<file path="config.mk">
export PLATFORM = sky130hd
export DESIGN_NAME = spi_port
export DESIGN_NICKNAME = d
export VERILOG_FILES = /design/src/rtl/spi_port_pkg.sv /design/src/rtl/spi_port_fifo.sv /design/src/rtl/spi_port_clkdiv.sv /design/src/rtl/spi_port_shifter.sv /design/src/rtl/spi_port.sv
export SDC_FILE = /design/constraint.sdc
export NUM_CORES = 1
export LEC_CHECK = 0
export BUFFER_PORTS_ARGS = -buffer_cell sky130_fd_sc_hd__buf_2
export CAP_MARGIN = 0
export CORE_MARGIN = 10
export CORE_UTILIZATION = 63
export DETAILED_ROUTE_END_ITERATION = 6
export PLACE_DENSITY = 0.8
export SLEW_MARGIN = 5
export SYNTH_ARGS = -nofsm -noshare
export SYNTH_HDL_FRONTEND = slang
export SYNTH_HIERARCHICAL = 1
export SYNTH_SLANG_ARGS = --single-unit
</file>
<file path="constraint.sdc">
create_clock -name clk -period 5.2 [get_ports clk]
set_input_delay 0.26 -clock clk [delete_from_list [all_inputs] [get_ports clk]]
set_output_delay 0.26 -clock clk [all_outputs]
set_load 0.01 [all_outputs]
</file>
<file path="src/rtl/spi_port_pkg.sv">
package spi_port_pkg;

    localparam int REG_W = 16;

    typedef enum logic [2:0] {
        IDX_CTL0 = 3'd0,
        IDX_CTL1 = 3'd1,
        IDX_DATA = 3'd2,
        IDX_STAT = 3'd3,
        IDX_PRE  = 3'd4,
        IDX_INT  = 3'd5
    } reg_idx_e;

    typedef struct packed {
        logic [7:0] rate;
        logic       cpol;
        logic       cpha;
        logic [1:0] fmt;
        logic [3:0] size_m1;
    } ctl0_t;

    typedef struct packed {
        logic sod;
        logic slave;
        logic en;
        logic loop;
        logic ovr_ie;
        logic tx_ie;
        logic rx_ie;
    } ctl1_t;

    typedef struct packed {
        ctl0_t      c0;
        ctl1_t      c1;
        logic [7:0] pre;
        logic       ovr;
    } regs_t;

endpackage

</file>
<file path="src/rtl/spi_port_fifo.sv">
module spi_port_fifo #(
    parameter int W     = 16,
    parameter int DEPTH = 8
) (
    input  logic                         clk,
    input  logic                         rst_n,
    input  logic                         push,
    input  logic [W-1:0]                 wdata,
    input  logic                         pop,
    output logic [W-1:0]                 rdata,
    output logic [$clog2(DEPTH+1)-1:0]   count,
    output logic                         full,
    output logic                         empty
);
    localparam int CNT_W = $clog2(DEPTH + 1);
    localparam int PTR_W = (DEPTH > 1) ? $clog2(DEPTH) : 1;

    typedef struct packed {
        logic [DEPTH-1:0][W-1:0] mem;
        logic [PTR_W-1:0]        wp;
        logic [PTR_W-1:0]        rp;
        logic [CNT_W-1:0]        cnt;
    } fifo_t;

    fifo_t s_d, s_q;
    logic  do_push, do_pop;

    assign full    = (s_q.cnt == CNT_W'(DEPTH));
    assign empty   = (s_q.cnt == '0);
    assign count   = s_q.cnt;
    assign rdata   = s_q.mem[s_q.rp];
    assign do_push = push && !full;
    assign do_pop  = pop && !empty;

    always_comb begin
        s_d = s_q;
        if (do_push) begin
            s_d.mem[s_q.wp] = wdata;
            s_d.wp = (s_q.wp == PTR_W'(DEPTH - 1)) ? '0 : s_q.wp + 1'b1;
        end
        if (do_pop) begin
            s_d.rp = (s_q.rp == PTR_W'(DEPTH - 1)) ? '0 : s_q.rp + 1'b1;
        end
        s_d.cnt = s_q.cnt + CNT_W'(do_push) - CNT_W'(do_pop);
    end

    always_ff @(posedge clk or negedge rst_n) begin
        if (!rst_n) s_q <= '0;
        else        s_q <= s_d;
    end

endmodule

</file>
<file path="src/rtl/spi_port_clkdiv.sv">
module spi_port_clkdiv #(
    parameter int PRE_W  = 8,
    parameter int RATE_W = 8
) (
    input  logic              clk,
    input  logic              rst_n,
    input  logic              run,
    input  logic [PRE_W-1:0]  pre,
    input  logic [RATE_W-1:0] rate,
    output logic              tick
);
    localparam int HP_W = PRE_W - 1;

    typedef struct packed {
        logic [HP_W-1:0]   pcnt;
        logic [RATE_W-1:0] rcnt;
    } div_t;

    div_t            s_d, s_q;
    logic [HP_W-1:0] half;
    logic            pre_wrap;

    assign half     = (pre[PRE_W-1:1] == '0) ? HP_W'(1) : pre[PRE_W-1:1];
    assign pre_wrap = (s_q.pcnt == half - 1'b1);
    assign tick     = run && pre_wrap && (s_q.rcnt == rate);

    always_comb begin
        s_d = s_q;
        if (!run) begin
            s_d = '0;
        end else if (pre_wrap) begin
            s_d.pcnt = '0;
            s_d.rcnt = (s_q.rcnt == rate) ? '0 : s_q.rcnt + 1'b1;
        end else begin
            s_d.pcnt = s_q.pcnt + 1'b1;
        end
    end

    always_ff @(posedge clk or negedge rst_n) begin
        if (!rst_n) s_q <= '0;
        else        s_q <= s_d;
    end

endmodule

</file>
<file path="src/rtl/spi_port_shifter.sv">
module spi_port_shifter #(
    parameter int FRAME_W = 16
) (
    input  logic               clk,
    input  logic               rst_n,
    input  logic               enable,
    input  logic               cpol,
    input  logic               cpha,
    input  logic               loop,
    input  logic [3:0]         size_m1,
    input  logic               tx_avail,
    input  logic [FRAME_W-1:0] tx_word,
    input  logic               tick,
    input  logic               miso,
    output logic               take,
    output logic               active,
    output logic               done,
    output logic [FRAME_W-1:0] rx_word,
    output logic               sclk,
    output logic               mosi,
    output logic               fss_n
);
    localparam int NB_W = $clog2(FRAME_W + 1);
    localparam int E_W  = NB_W + 1;

    typedef struct packed {
        logic               active;
        logic               sclk;
        logic [E_W-1:0]     edges;
        logic [FRAME_W-1:0] tx_sr;
        logic [FRAME_W-1:0] rx_sr;
    } sh_t;

    sh_t               s_d, s_q;
    logic [NB_W-1:0]   nbits;
    logic [E_W-1:0]    last_edge;
    logic              rx_in, lead, samp;
    logic [FRAME_W-1:0] mask;

    assign nbits     = (size_m1 < 4'd3) ? NB_W'(4) : NB_W'(size_m1) + 1'b1;
    assign last_edge = {nbits, 1'b0} - 1'b1;
    assign mask      = {FRAME_W{1'b1}} >> (NB_W'(FRAME_W) - nbits);
    assign mosi      = s_q.tx_sr[FRAME_W-1];
    assign rx_in     = loop ? mosi : miso;
    assign lead      = ~s_q.edges[0];
    assign samp      = cpha ? ~lead : lead;
    assign take      = enable && !s_q.active && tx_avail;

    always_comb begin
        s_d  = s_q;
        done = 1'b0;
        if (!enable) begin
            s_d.active = 1'b0;
            s_d.sclk   = cpol;
            s_d.edges  = '0;
        end else if (!s_q.active) begin
            s_d.sclk = cpol;
            if (tx_avail) begin
                s_d.active = 1'b1;
                s_d.edges  = '0;
                s_d.tx_sr  = tx_word << (NB_W'(FRAME_W) - nbits);
                s_d.rx_sr  = '0;
            end
        end else if (tick) begin
            s_d.sclk  = ~s_q.sclk;
            s_d.edges = s_q.edges + 1'b1;
            if (samp) begin
                s_d.rx_sr = {s_q.rx_sr[FRAME_W-2:0], rx_in};
            end else if (s_q.edges != '0 && s_q.edges != last_edge) begin
                s_d.tx_sr = {s_q.tx_sr[FRAME_W-2:0], 1'b0};
            end
            if (s_q.edges == last_edge) begin
                s_d.active = 1'b0;
                done       = 1'b1;
            end
        end
        rx_word = s_d.rx_sr & mask;
    end

    assign active = s_q.active;
    assign sclk   = s_q.sclk;
    assign fss_n  = ~s_q.active;

    always_ff @(posedge clk or negedge rst_n) begin
        if (!rst_n) s_q <= '0;
        else        s_q <= s_d;
    end

endmodule

</file>
<file path="src/rtl/spi_port.sv">
module spi_port
    import spi_port_pkg::*;
#(
    parameter int ADDR_W     = 5,
    parameter int FIFO_DEPTH = 8
) (
    input  logic              clk,
    input  logic              rst_n,
    input  logic [ADDR_W-1:0] bus_addr,
    input  logic              bus_wr,
    input  logic              bus_rd,
    input  logic [1:0]        bus_be,
    input  logic [REG_W-1:0]  bus_wdata,
    output logic [REG_W-1:0]  bus_rdata,
    output logic              irq,
    output logic              sclk,
    output logic              mosi,
    input  logic              miso,
    output logic              fss_n
);
    localparam int CNT_W  = $clog2(FIFO_DEPTH + 1);
    localparam int THRESH = FIFO_DEPTH / 2;

    regs_t            r_d, r_q;
    reg_idx_e         idx;
    logic             hit, wr_hit, rd_hit;
    logic             tx_push, tx_pop, tx_full, tx_empty;
    logic             rx_push, rx_pop, rx_full, rx_empty;
    logic [REG_W-1:0] tx_head, rx_head, rx_word;
    logic [CNT_W-1:0] tx_cnt, rx_cnt;
    logic             tick, active, frame_done;
    logic             rx_req, tx_req;
    logic [2:0]       int_stat;
    logic [4:0]       status;

    assign hit    = (bus_addr[1:0] == 2'b00);
    assign idx    = reg_idx_e'(bus_addr[ADDR_W-1:2]);
    assign wr_hit = bus_wr && hit;
    assign rd_hit = bus_rd && hit;

    assign tx_push = wr_hit && (idx == IDX_DATA);
    assign rx_pop  = rd_hit && (idx == IDX_DATA);
    assign rx_push = frame_done;

    spi_port_fifo #(.W(REG_W), .DEPTH(FIFO_DEPTH)) u_txq (
        .clk(clk), .rst_n(rst_n), .push(tx_push), .wdata(bus_wdata),
        .pop(tx_pop), .rdata(tx_head), .count(tx_cnt),
        .full(tx_full), .empty(tx_empty)
    );

    spi_port_fifo #(.W(REG_W), .DEPTH(FIFO_DEPTH)) u_rxq (
        .clk(clk), .rst_n(rst_n), .push(rx_push), .wdata(rx_word),
        .pop(rx_pop), .rdata(rx_head), .count(rx_cnt),
        .full(rx_full), .empty(rx_empty)
    );

    spi_port_clkdiv #(.PRE_W(8), .RATE_W(8)) u_div (
        .clk(clk), .rst_n(rst_n), .run(active),
        .pre(r_q.pre), .rate(r_q.c0.rate), .tick(tick)
    );

    spi_port_shifter #(.FRAME_W(REG_W)) u_shift (
        .clk(clk), .rst_n(rst_n), .enable(r_q.c1.en),
        .cpol(r_q.c0.cpol), .cpha(r_q.c0.cpha), .loop(r_q.c1.loop),
        .size_m1(r_q.c0.size_m1), .tx_avail(!tx_empty), .tx_word(tx_head),
        .tick(tick), .miso(miso), .take(tx_pop), .active(active),
        .done(frame_done), .rx_word(rx_word), .sclk(sclk),
        .mosi(mosi), .fss_n(fss_n)
    );

    assign rx_req   = (rx_cnt >= CNT_W'(THRESH));
    assign tx_req   = (tx_cnt <= CNT_W'(THRESH));
    assign int_stat = {r_q.ovr & r_q.c1.ovr_ie,
                       tx_req  & r_q.c1.tx_ie,
                       rx_req  & r_q.c1.rx_ie};
    assign irq      = |int_stat;
    assign status   = {active | ~tx_empty, rx_full, ~rx_empty, ~tx_full, tx_empty};

    always_comb begin
        r_d = r_q;
        if (wr_hit) begin
            unique case (idx)
                IDX_CTL0: r_d.c0 = ctl0_t'({bus_be[1] ? bus_wdata[15:8] : r_q.c0[15:8],
                                            bus_be[0] ? bus_wdata[7:0]  : r_q.c0[7:0]});
                IDX_CTL1: if (bus_be[0]) r_d.c1 = ctl1_t'(bus_wdata[6:0]);
                IDX_PRE:  if (bus_be[0]) r_d.pre = bus_wdata[7:0];
                IDX_INT:  r_d.ovr = 1'b0;
                default:  ;
            endcase
        end
        if (frame_done && rx_full) r_d.ovr = 1'b1;
    end

    always_comb begin
        bus_rdata = '0;
        if (hit) begin
            unique case (idx)
                IDX_CTL0: bus_rdata = r_q.c0;
                IDX_CTL1: bus_rdata = REG_W'(r_q.c1);
                IDX_DATA: bus_rdata = rx_empty ? '0 : rx_head;
                IDX_STAT: bus_rdata = REG_W'(status);
                IDX_PRE:  bus_rdata = REG_W'(r_q.pre);
                IDX_INT:  bus_rdata = REG_W'(int_stat);
                default:  bus_rdata = '0;
            endcase
        end
    end

    always_ff @(posedge clk or negedge rst_n) begin
        if (!rst_n) r_q <= '0;
        else        r_q <= r_d;
    end

endmodule

</file>
After elaboration in Yosys (flattened, before gate mapping)
Index checks and enable logic that the tools add are counted.
Word-level totals
  flip-flop bits (word level): 363
  bits of input ports: 28
  logic and storage cells: 181
Cells by class
  add/subtract/negate cells: 15
  magnitude comparators: 9
  equality and inequality tests: 22
  shifts and indexed selects: 2
  muxes and demuxes: 42
  bitwise operators: 11
  reduce and logical (&&, ||, !) cells: 37
Operators with widths (count)
  128-bit bitwise mux: 2
  16-bit two-way mux: 10
  16-bit binary-select mux with 3-bit select: 2
  16-bit demux with 3-bit select: 2
  16-bit case mux with 6 select lines: 1
  40-bit two-way mux: 2
  38-bit two-way mux: 1
  8-bit two-way mux: 3
  3-bit equality test (second input constant): 6
  16-bit bitwise AND: 1
  1-bit logical AND: 16
  3-bit by 4-bit < comparator with 1-bit output (second input constant): 4
  16-bit by 5-bit << shifter with 16-bit output: 1
  16-bit by 5-bit right shift with 16-bit output (first input constant): 1
  15-bit two-way mux: 1
  7-bit two-way mux: 2
  3-bit by 1-bit adder with 3-bit output (second input constant): 4
  3-bit two-way mux: 4
  3-bit AND reduction: 4
  1-bit two-way mux: 11
  4-bit by 1-bit adder with 4-bit output: 2
  8-bit by 1-bit adder with 8-bit output (second input constant): 1
  4-bit equality test (second input constant): 2
  8-bit equality test: 1
  other kinds (34): 54

Longest topological paths before layout
  depth after elaboration: 12
  mapped depth: 21
  depth with buffers taken out: 19

Cells and area by module
The synthesis kept the hierarchy.
By module, submodules not included
  spi_port_fifo (u_rxq): instances 1, cells each 388, area an instance 6576.3 sq um, seq. area each 3453.3 sq um
  spi_port_fifo (u_txq): instances 1, cells each 387, area an instance 6570.1 sq um, seq. area each 3453.3 sq um
  spi_port_shifter: instances 1, cells each 308, area an instance 2997.9 sq um, seq. area each 1001.0 sq um
  spi_port: instances 1, cells each 156, area an instance 1798.0 sq um, seq. area each 800.8 sq um
  spi_port_clkdiv: instances 1, cells each 128, area an instance 1216.2 sq um, seq. area each 375.4 sq um

Worst setup path after synthesis
No wires, ideal clock.
  path type: register -> register
  start point: register r_q[3] in the netlist's numbering
  end point: register u_rxq/s_q[44] in the netlist's numbering
  data arrival time: 4.635 ns
  data required time: 5.075 ns
  path slack: 0.440 ns
  cell stages (with the launch flop): 20
  path buffers: 4
  clock period less this slack: 4.760 ns
  path through: dfrtp_1 -> nor4_1 -> a21o_1 -> inv_1 -> ha_1 -> nor3b_1 -> xnor2_1 -> o211a_1 -> nand3_2 -> nor3_1 -> inv_1 -> nor2_1 -> clkbuf_1 -> clkbuf_1 -> and3_1 -> nand2_1 -> or4_1 -> buf_2 -> buf_6 -> mux2_4
RTL lines
  start: declaration: line spi_port.sv:24  | regs_t r_d, r_q;
  start signal: assignment: line spi_port.sv:111  | else r_q <= r_d;
  7-bit zero test: line spi_port_clkdiv.sv:23  | assign half = (pre[PRE_W-1:1] == '0) ? HP_W'(1) : pre[PRE_W-1:1];
  7-bit two-way mux (*): line spi_port_clkdiv.sv:23
  7-bit by 1-bit subtractor with 7-bit output (*): line spi_port_clkdiv.sv:24  | assign pre_wrap = (s_q.pcnt == half - 1'b1);
  7-bit equality test (*): line spi_port_clkdiv.sv:24
  1-bit logical AND (*) (2 in series): line spi_port_clkdiv.sv:25  | assign tick = run && pre_wrap && (s_q.rcnt == rate);
  named net tick: line spi_port.sv:31  | logic tick, active, frame_done;
  1-bit two-way mux (*): line spi_port_shifter.sv:64  | end else if (tick) begin
  1-bit two-way mux (*): line spi_port_shifter.sv:56  | end else if (!s_q.active) begin
  1-bit two-way mux (*): line spi_port_shifter.sv:52  | if (!enable) begin
  named net frame_done: line spi_port.sv:31
  1-bit logical AND (*): line spi_port_fifo.sv:32  | assign do_push = push && !full;
  end signal: assignment: line spi_port_fifo.sv:48  | if (!rst_n) s_q <= '0;
  end signal: assignment: line spi_port_fifo.sv:49  | else s_q <= s_d;
  end: declaration: line spi_port_fifo.sv:25  | fifo_t s_d, s_q;
Mark *: on every way through the listed nets, which the timed path passes. The rest lies on a longest branch. The select of a mux whose other input is x is not followed.
A chain may end at the register's enable or synchronous reset.

==> impl_metrics.json <==
{
  "status": "complete, no violations",
  "synth_warnings": 6,
  "cts.sinks": 363,
  "r2r_start": "r_q[4]$_DFFE_PN0P_",
  "finalPower_w": 0.00786,
  "clock_path_buffers": 3,
  "finalClockSkew_ns": 0.0227,
  "worst_pin_slew_ns": 1.27,
  "fin_util": 0.706,
  "pin_count": 48,
  "critPathBufInv": 2,
  "rsz0062_at_grt": "false",
  "fin_area_sq_um": 21000,
  "grt_pass1_wl_microns": 69800,
  "dpl.cell_count": 1754,
  "tritoncts": "done",
  "fp.coreArea_sq_um": 29800,
  "wire_per_inst_microns": 23.5,
  "placed_cell_area_sq_um": 19600,
  "required_ns": 5.65,
  "grtUsageTotal": 0.226,
  "antenna_found_initial": 1,
  "nNetsFinal": 1467,
  "hp-start": "bus_wdata[9]",
  "drv_cap": 0,
  "arrival_ns": 5.06,
  "cp_cell_sequence": "nor4_1, a21o_1, inv_1, ha_1, nor3b_1, xnor2_1, o211a_1, nand3_2, nor3_1, buf_4, and3_1, and2_0, a22o_1, o21ai_0, nor2_1, mux2_2",
  "slew_headroom": 0.152,
  "setup_tns_ns": 0,
  "area_growth_syn_to_layout_pct": 9.82,
  "drt-total-wl_microns": 43000,
  "fmax_mhz": 217,
  "place_hpwl_microns": 28500,
  "slowest_delay_ns": 0.63,
  "slowest_stage": "and2_0",
  "grt-ovfl-total": 0,
  "die_h_microns": 194,
  "cts-resized-gates": 0,
  "h-tree-depth": 2,
  "grt_pass1_vias": 12228,
  "drc": 0,
  "hold_buffers": 1,
  "start_util": 0.642,
  "die_w_microns": 194,
  "fin_crit_sh": 0.887,
  "fillCellCount": 1985,
  "setup_violations": 0,
  "num_rows": 63,
  "end_kind": "register",
  "finalMaxSlewViolations": 0,
  "leakagePower_nw": 10.1,
  "path_clk_slew_ns": 0.06,
  "numCtsBuffers": 40,
  "hp-class": "in -> reg",
  "instances_no_fill": 1830,
  "critPathLaunch": "r_q[4]$_DFFE_PN0P_",
  "hold_viol_final": 0,
  "critPathKind": "reg -> reg",
  "cts-root-buf": "clkbuf_16",
  "port_buffers": 47,
  "dieArea_sq_um": 37800,
  "cts_setup_buffers": 0,
  "p_per_area_nw_per_um2": 374,
  "vias": 11778,
  "dr.pass1.iters": 5,
  "vias_per_cell": 6.44,
  "clock_latency_ns": 0.53,
  "syn_nets": 1425,
  "ant_nets": 0,
  "avgSynthCellArea_sq_um": 14.0,
  "drive_above_1_share": 0.423,
  "syn_inst": 1365,
  "drtIter0Drc": 1158,
  "startpoint_type": "register",
  "crit_family": "simple AND/OR/NAND/NOR gates",
  "path_max_fanout": 14,
  "grt_max_degree": 99,
  "period_needed_ns": 4.61,
  "synth_area_sq_um": 19100,
  "place_congestion": 0.903,
  "irDropWorstVdd_v": 0.000327
}
worst register-to-register path: cells and delay by family, from the launching register on:
kind | cells | cell delay (ns)
flip-flops | 1 | 0.48
multiplexers | 1 | 0.27
AO/OA/AOI/OAI | 4 | 0.94
adder cells (fa/ha/maj) | 1 | 0.21
AND/OR/NAND/NOR | 7 | 2.17
XOR/XNOR | 1 | 0.22
buffers and inverters | 2 | 0.24
metal layers:
metal | track usage | vias up | wire length [microns]
met5 | 0 | - | 0
met4 | 0.0517 | 0 | 817
met3 | 0.0384 | 60 | 2510
met2 | 0.345 | 380 | 20000
met1 | 0.332 | 6143 | 19700
li1 | - | 5195 | -
registers in the layout, indices dropped and copies added, names as in the netlist:
name,cells
u_shift/mosi,1
r_q,32
u_shift/active,1
u_txq/s_q,134
u_div/s_q,15
u_txq/count,4
u_rxq/s_q,134
u_shift/sclk,1
u_shift/s_q,37
u_rxq/count,4
where the power goes:
part	leakage, nW	switching [W]	internal (W)
Combinational	4.43	0.000801	0.000786
Sequential	4.97	0.000330	0.00303
Clock	0.674	0.00114	0.00178
worst paths after layout:
kind | to | slack [ns] | depth (start not counted)
min in group asynchronous | u_rxq/s_q[106]$_DFFE_PN0P_ | 0.31 | 2
max reg2reg | u_rxq/s_q[99]$_DFFE_PN0P_ | 0.59 | 16
min | u_txq/s_q[19]$_DFFE_PN0P_ | 0.10 | 2
max in group asynchronous | u_txq/s_q[50]$_DFFE_PN0P_ | 3.67 | 3
max | u_rxq/s_q[99]$_DFFE_PN0P_ | 0.59 | 16
min reg2reg | u_txq/s_q[114]$_DFFE_PN0P_ | 0.50 | 1
cell type report:
cell class              count  area [sq um]  area share
well taps                 390           488      0.0232
flip-flops and latches    363          9090       0.432
diodes                      1          2.50    0.000119
multi-input cells         886          9390       0.447
clock inverters            12           151     0.00720
clock buffers              62          1220      0.0583
repair buffers             86           566      0.0269
inverters                  30           113     0.00536
metrics by stage:
step	worst slack [ns]	hold slack, ns
floorplan	0.440	-0.0356
global placement	0.843	0.298
CTS	0.655	0.0882
finish	0.587	0.104
detailed placement	0.690	0.300
global route	0.202	0.0993
cell usage in the layout (no fill, tap or decap), types with 15 or more instances in the layout:
master,n
a21oi_1,35
ha_1,30
dfrtp_1,361
o21ai_0,19
clkbuf_16,41
a22o_1,20
buf_4,36
mux2_2,264
buf_2,46
mux2_4,81
xor2_1,17
mux4_2,77
mux2i_1,15
nor2_1,46
and3_1,16
nand2_1,45
nand2b_1,16
inv_1,30
No activity file was read; power rests on OpenSTA's default activity.
